`src/rtl/regwr_pkg.sv`:
```
package regwr_pkg;

  localparam int REG_COUNT = 9;
  localparam int BYTE_W    = 8;
  localparam int BIT_CNT_W = 4;
  localparam int HOUR_W    = 5;
  localparam int MINSEC_W  = 6;
  localparam int HOUR_MAX  = 23;

  typedef enum logic [2:0] {
    ST_IDLE,
    ST_DEVSEL,
    ST_POINTER,
    ST_DATA,
    ST_SKIP
  } ctlState_t;

  typedef struct packed {
    logic              loadPtr;
    logic              writeByte;
    logic [BYTE_W-1:0] rxByte;
  } dpStrobe_t;

  function automatic logic [BYTE_W-1:0] resetValue(input int unsigned idx);
    case (idx)
      2:       resetValue = BYTE_W'((1 << HOUR_W) - 1);
      3, 4:    resetValue = BYTE_W'((1 << MINSEC_W) - 1);
      default: resetValue = '0;
    endcase
  endfunction

  function automatic logic [BYTE_W-1:0] fieldFilter(input int unsigned idx,
                                                     input logic [BYTE_W-1:0] v);
    logic [HOUR_W-1:0] hr;
    hr = v[HOUR_W-1:0];
    case (idx)
      2:             fieldFilter = BYTE_W'(hr);
      5:             fieldFilter = (hr > HOUR_W'(HOUR_MAX)) ? BYTE_W'(HOUR_MAX) : BYTE_W'(hr);
      3, 4, 6, 7:    fieldFilter = BYTE_W'(v[MINSEC_W-1:0]);
      default:       fieldFilter = v;
    endcase
  endfunction

endpackage

```
`src/rtl/i2c_ctl.sv`:
```
module i2c_ctl
  import regwr_pkg::*;
#(
  parameter logic [6:0] DEV_ADDR = 7'h2A
) (
  input  logic      clk,
  input  logic      rstN,
  input  logic      scl,
  input  logic      sdaIn,
  output logic      sdaOe,
  output dpStrobe_t strb,
  output logic      busIdle,
  output logic      skipping
);

  localparam logic [BIT_CNT_W-1:0] LAST_DATA_BIT = BIT_CNT_W'(BYTE_W);
  localparam logic [BIT_CNT_W-1:0] ACK_PHASE     = BIT_CNT_W'(BYTE_W + 1);
  localparam logic [BYTE_W-1:0]    MATCH_BYTE    = {DEV_ADDR, 1'b0};

  logic [1:0] sclSync, sdaSync;
  logic       sclPrev, sdaPrev;
  logic       sclS, sdaS;
  logic       sclRise, sclFall, startDet, stopDet;

  ctlState_t              state;
  logic [BIT_CNT_W-1:0]   bitCnt;
  logic [BYTE_W-1:0]      shiftReg;
  logic                   ackOn;

  assign sclS = sclSync[1];
  assign sdaS = sdaSync[1];

  always_ff @(posedge clk or negedge rstN) begin
    if (!rstN) begin
      sclSync <= 2'b11;
      sdaSync <= 2'b11;
      sclPrev <= 1'b1;
      sdaPrev <= 1'b1;
    end else begin
      sclSync <= {sclSync[0], scl};
      sdaSync <= {sdaSync[0], sdaIn};
      sclPrev <= sclS;
      sdaPrev <= sdaS;
    end
  end

  assign sclRise  = sclS & ~sclPrev;
  assign sclFall  = ~sclS & sclPrev;
  assign startDet = sclS & sclPrev & sdaPrev & ~sdaS;
  assign stopDet  = sclS & sclPrev & ~sdaPrev & sdaS;

  always_ff @(posedge clk or negedge rstN) begin
    if (!rstN) begin
      state    <= ST_IDLE;
      bitCnt   <= '0;
      shiftReg <= '0;
      ackOn    <= 1'b0;
      strb     <= '0;
    end else begin
      strb <= '0;
      if (startDet) begin
        state  <= ST_DEVSEL;
        bitCnt <= '0;
        ackOn  <= 1'b0;
      end else if (stopDet) begin
        state  <= ST_IDLE;
        bitCnt <= '0;
        ackOn  <= 1'b0;
      end else if (state != ST_IDLE) begin
        if (sclRise && bitCnt < LAST_DATA_BIT) begin
          shiftReg <= {shiftReg[BYTE_W-2:0], sdaS};
          bitCnt   <= bitCnt + 1'b1;
        end else if (sclFall && bitCnt == LAST_DATA_BIT) begin
          bitCnt <= ACK_PHASE;
          case (state)
            ST_DEVSEL:  ackOn <= (shiftReg == MATCH_BYTE);
            ST_POINTER: begin
              ackOn        <= 1'b1;
              strb.loadPtr <= 1'b1;
              strb.rxByte  <= shiftReg;
            end
            ST_DATA: begin
              ackOn          <= 1'b1;
              strb.writeByte <= 1'b1;
              strb.rxByte    <= shiftReg;
            end
            default: ackOn <= 1'b0;
          endcase
        end else if (sclFall && bitCnt == ACK_PHASE) begin
          bitCnt <= '0;
          ackOn  <= 1'b0;
          case (state)
            ST_DEVSEL:  state <= ackOn ? ST_POINTER : ST_SKIP;
            ST_POINTER: state <= ST_DATA;
            default:    state <= state;
          endcase
        end
      end
    end
  end

  assign sdaOe    = ackOn;
  assign busIdle  = (state == ST_IDLE);
  assign skipping = (state == ST_SKIP);

endmodule

```
`src/rtl/regmap_dp.sv`:
```
module regmap_dp
  import regwr_pkg::*;
(
  input  logic                               clk,
  input  logic                               rstN,
  input  dpStrobe_t                          strb,
  output logic [REG_COUNT-1:0][BYTE_W-1:0]   regOut,
  output logic [REG_COUNT-1:0]               wrStrobe
);

  localparam logic [BYTE_W-1:0] PTR_END = BYTE_W'(REG_COUNT);

  logic [BYTE_W-1:0] ptr;

  always_ff @(posedge clk or negedge rstN) begin
    if (!rstN) begin
      ptr <= '0;
    end else if (strb.loadPtr) begin
      ptr <= strb.rxByte;
    end else if (strb.writeByte && ptr < PTR_END) begin
      ptr <= ptr + 1'b1;
    end
  end

  for (genvar g = 0; g < REG_COUNT; g++) begin : g_reg
    logic hit;
    assign hit = strb.writeByte && (ptr == BYTE_W'(g));

    always_ff @(posedge clk or negedge rstN) begin
      if (!rstN) begin
        regOut[g]   <= resetValue(g);
        wrStrobe[g] <= 1'b0;
      end else begin
        wrStrobe[g] <= hit;
        if (hit) regOut[g] <= fieldFilter(g, strb.rxByte);
      end
    end
  end

endmodule

```
`src/rtl/i2c_regwr_slave.sv`:
```
module i2c_regwr_slave
  import regwr_pkg::*;
#(
  parameter logic [6:0] DEV_ADDR = 7'h2A
) (
  input  logic                  clk,
  input  logic                  rstN,
  input  logic                  scl,
  input  logic                  sdaIn,
  output logic                  sdaOe,
  output logic [7:0]            ctrlReg,
  output logic [7:0]            ledReg,
  output logic [7:0]            alarmHours,
  output logic [7:0]            alarmMins,
  output logic [7:0]            alarmSecs,
  output logic [7:0]            watchHours,
  output logic [7:0]            watchMins,
  output logic [7:0]            watchSecs,
  output logic [7:0]            impReg,
  output logic [REG_COUNT-1:0]  wrStrobe
);

  dpStrobe_t                           strb;
  logic                                busIdle, skipping;
  logic [REG_COUNT-1:0][BYTE_W-1:0]    regFlat;

  i2c_ctl #(.DEV_ADDR(DEV_ADDR)) ctl_i (
    .clk      (clk),
    .rstN     (rstN),
    .scl      (scl),
    .sdaIn    (sdaIn),
    .sdaOe    (sdaOe),
    .strb     (strb),
    .busIdle  (busIdle),
    .skipping (skipping)
  );

  regmap_dp dp_i (
    .clk      (clk),
    .rstN     (rstN),
    .strb     (strb),
    .regOut   (regFlat),
    .wrStrobe (wrStrobe)
  );

  assign ctrlReg    = regFlat[0];
  assign ledReg     = regFlat[1];
  assign alarmHours = regFlat[2];
  assign alarmMins  = regFlat[3];
  assign alarmSecs  = regFlat[4];
  assign watchHours = regFlat[5];
  assign watchMins  = regFlat[6];
  assign watchSecs  = regFlat[7];
  assign impReg     = regFlat[8];

endmodule

```
`config.mk`:
```
export PLATFORM = sky130hd
export DESIGN_NAME = i2c_regwr_slave
export DESIGN_NICKNAME = d
export VERILOG_FILES = /design/src/rtl/regwr_pkg.sv /design/src/rtl/i2c_ctl.sv /design/src/rtl/regmap_dp.sv /design/src/rtl/i2c_regwr_slave.sv
export SDC_FILE = /design/constraint.sdc
export NUM_CORES = 1
export LEC_CHECK = 0
export ABC_AREA = 1
export BUFFER_PORTS_ARGS = -buffer_cell sky130_fd_sc_hd__buf_2
export CAP_MARGIN = 20
export CORE_MARGIN = 5
export CORE_UTILIZATION = 25
export DETAILED_ROUTE_END_ITERATION = 8
export GPL_ROUTABILITY_DRIVEN = 0
export PLACE_DENSITY = 0.49
export SYNTH_ARGS = -nofsm -noshare
export SYNTH_HDL_FRONTEND = slang
export SYNTH_HIERARCHICAL = 1
export SYNTH_SLANG_ARGS = --single-unit
```
`constraint.sdc`:
```
create_clock -name clk -period 1.4 [get_ports clk]
set_input_delay 0.28 -clock clk [delete_from_list [all_inputs] [get_ports clk]]
set_output_delay 0.28 -clock clk [all_outputs]
set_load 0.1 [all_outputs]
```
==> run summary <==
The clock insertion delay at the later pin of the skew report is 0.35 ns. The end point of the critical path was dp_i/regOut[34]. The final clock period utilization by the worst path was 100%; the delay of the slowest cell on the worst path was 0.39 ns.

For the power after layout, the log shows 6.87 mW. The tools report the internal power as 4.95 mW. After detailed routing, the number of remaining DRC violations is 0. The total via count in the routed design is 3929. The number of hold violations in the final report was 0; the violation count after the first detailed-route iteration was 189.

For this run, the share of the core covered by cells in the final layout is 38.4%. The cell sitting at the root of the clock tree is a sky130_fd_sc_hd__clkbuf_16. The tool flagged a number of max-cap violations equal to 0.

In this run the critical register-to-register path is launched from dp_i/ptr[0]. The tools report the count of final max-slew check failures as 0. The most critical setup path has its startpoint at dp_i/ptr[0]. The core region is 0.0189 sq mm. STA classifies the critical path startpoint as a register. Static timing analysis puts the maximum clock frequency at 0.713 GHz. The final critical-path required period works out to 1.40 ns. In this run the deepest clock path goes through 2 buffers. The number of antenna violations at the first check in global routing is 0, and the detailed placement HPWL is 9260 microns. The final reports fail on negative setup slack. The first global-routing pass estimated 20200 microns of wire. The type of the tightest min-delay check is input port to register. For this design, the sink count on the clock tree is 107. The minimum setup slack in the final design was -0.00341 ns. TritonCTS built the clock tree. The initial utilization of the core area, before any placement, comes to 25.6%. The total of buffers placed on input and output ports came out at 71. The count of nets left with antenna violations once routing finished came out at 0. The share of total power dissipated in sequential elements is 48.2%.

Global routing consumed, over all layers together, 11.4% of the routing resources. The proportion of total power due to net switching was 27.9%; the total setup violations reported at the end of the flow was 1. STA puts the critical path data arrival time at 1.70 ns.

From bottom edge to top edge, the die measures 149 microns. The worst slew margin relative to its limit was 66.1%. The required time at the worst-slack endpoint is 1.70 ns, and the per-cell routed wire length is 13.7 microns. The Yosys step of the flow raised 6 warnings.

The antenna diode count was 0; the routed wire length was 12800 microns. After detailed placement, the design holds a cell count of 908. The post-synthesis cell count was 552. Top-level I/O count: 86. The cell area after technology mapping is 0.00483 sq mm, and the maximum vdd ir drop is 0.644 mV.

The signal on the critical path passes through inv_2, ha_4, nand2_4, nor3b_4, buf_12, buf_12, nand3_1, nand2_1. The area growth from synthesis to layout is 50.0%, and the static leakage power is 3.58 nW. The die area was 0.0222 sq mm; the net switching power was 1.92 mW. The clock transition time at the flip-flop clock pins of the worst setup and hold paths was 0.08 ns; the ratio of cells with drive above 1 in the final layout was 38.9%. The tools report the type of element capturing the critical path as a register. The number of vias per cell was 4.21; the transition time of the tightest slew-check pin was 0.509 ns. Measured along the x axis, the die boundary spans 149 microns. The largest individual stage delay along the critical path comes from the cell sky130_fd_sc_hd__dfrtp_1. Setup slack on the worst reg-to-reg path comes out at -0.003 ns. The first detailed-routing pass ran for 4 iterations. The clock network fraction of design power is 38.3%, and the mean post-synth cell area is 8.76 sq um. After global routing the overflow that remains totals 0.

The floorplan has 50 rows. The run finished, with violations left. The H-tree generated during clock tree synthesis spans 3 levels. The worst register-to-register path ends at dp_i/regOut[34]. The via count of the first global-routing pass is 3785.

The tools report the maximum number of pins on one net before global-route repair as 39. The worst hold path begins at scl. For the worst setup skew after layout, the log shows 0.00908 ns. The highest net fanout along the worst path was 9. In this run, CTS created clock tree buffers numbering 9. Number of cell instances on the worst register-to-register path: 8.

In this design, the critical path's most frequently occurring cell is sky130_fd_sc_hd__buf_12. The run gives 933 as the number of standard cells in the final layout excluding fillers. The power density relative to cell area is 947 mW/mm^2. The net count of the finished layout is 680. The setup path with the least slack is of type register to register. The tools report the combinational share of power as 13.5%. Setup repair after global routing could not meet its margin everywhere.
-- what timing repair did --
item	4_1_cts	5_1_grt
buffers inserted	2	4
gates cloned	0	3
resized for setup	27	106
pin swaps	0	18
hold endpoints to repair	16	0
setup endpoints to repair	43	111
hold buffers	1	0
-- worst max-delay path, delay by kind of cell, from the launching register on --
kind                     cells  cell delay (ns)
adder cells (fa/ha/maj)      1             0.14
buffers and inverters        3             0.38
flip-flops                   1             0.39
AND/OR/NAND/NOR              4             0.43
-- cell usage in the layout (no fill, tap or decap), drive strengths merged, types with 2 or more instances in the layout --
cell type,count
dfrtp,84
nand3,92
nand3b,4
clkinvlp,2
nor3,15
o21ai,13
dfstp,23
or2,2
inv,48
conb,14
nor2,25
buf,121
ha,8
clkbuf,16
nand2,199
-- final cells by class --
| cell class | instances | area (sq um) |
|---|---|---|
| Inverter | 47 | 179 |
| Sequential cell | 107 | 2710 |
| Clock inverter | 5 | 62.6 |
| Timing Repair Buffer | 127 | 1560 |
| Tap cell | 260 | 325 |
| Multi-Input combinational cell | 376 | 2170 |
| Clock buffer | 11 | 243 |
| Fill cell | 1910 | 11600 |
-- per-stage QoR --
step	hold WS, ns	cell area [sq um]	setup slack, ns	TNS (ns)
global placement	0.207	6370	-0.00627	-0.00734
detailed placement	0.210	6370	-0.0182	-0.0457
floorplan	-0.0156	4900	-0.0461	-0.714
CTS	0.00914	6780	-0.00819	-0.00819
finish	0.0283	7250	-0.00341	-0.00341
global route	0.0140	7250	-0.0816	-2.83
-- how the worst min path moves through the flow --
stage,to,slack [ns],cells past startpoint
after floorplan,ctl_i/bitCnt[0],-0.02,0
after global placement,dp_i/wrStrobe[0],0.21,1
after detailed placement,dp_i/wrStrobe[8],0.21,1
after CTS,ctl_i/sdaSync[0],0.009,1
after global routing,ctl_i/sdaSync[0],0.01,1
final,ctl_i/sclSync[0],0.03,1
-- power by group through the flow --
stage	Sequential, mW	Combinational [mW]	Clock, mW
floorplan	3.35	0.601	0
detailed placement	3.36	0.831	0
CTS	3.30	0.841	2.73
global route	3.33	1.02	2.84
global placement	3.36	0.828	0
finish	3.31	0.927	2.63
-- layer usage --
layer  part of all wire [%]  GRT usage, %  vias up
met5                      0             0        -
met1                     47          15.9     1879
li1                       -             -     1947
met2                     46          17.6       95
met4                   0.80          1.56        0
met3                    6.3          3.80        8
-- sequential cells by signal, summed over array words and instances (netlist names) --
name,cells
ctl_i/bitCnt,4
ctl_i/sclPrev,1
ctl_i/sclSync,2
ctl_i/sdaOe,1
ctl_i/sdaPrev,1
ctl_i/sdaSync,2
ctl_i/shiftReg,8
ctl_i/state,3
ctl_i/strb,10
dp_i/ptr,8
dp_i/regOut,58
dp_i/wrStrobe,9
Power figures use the tool's default switching activity.
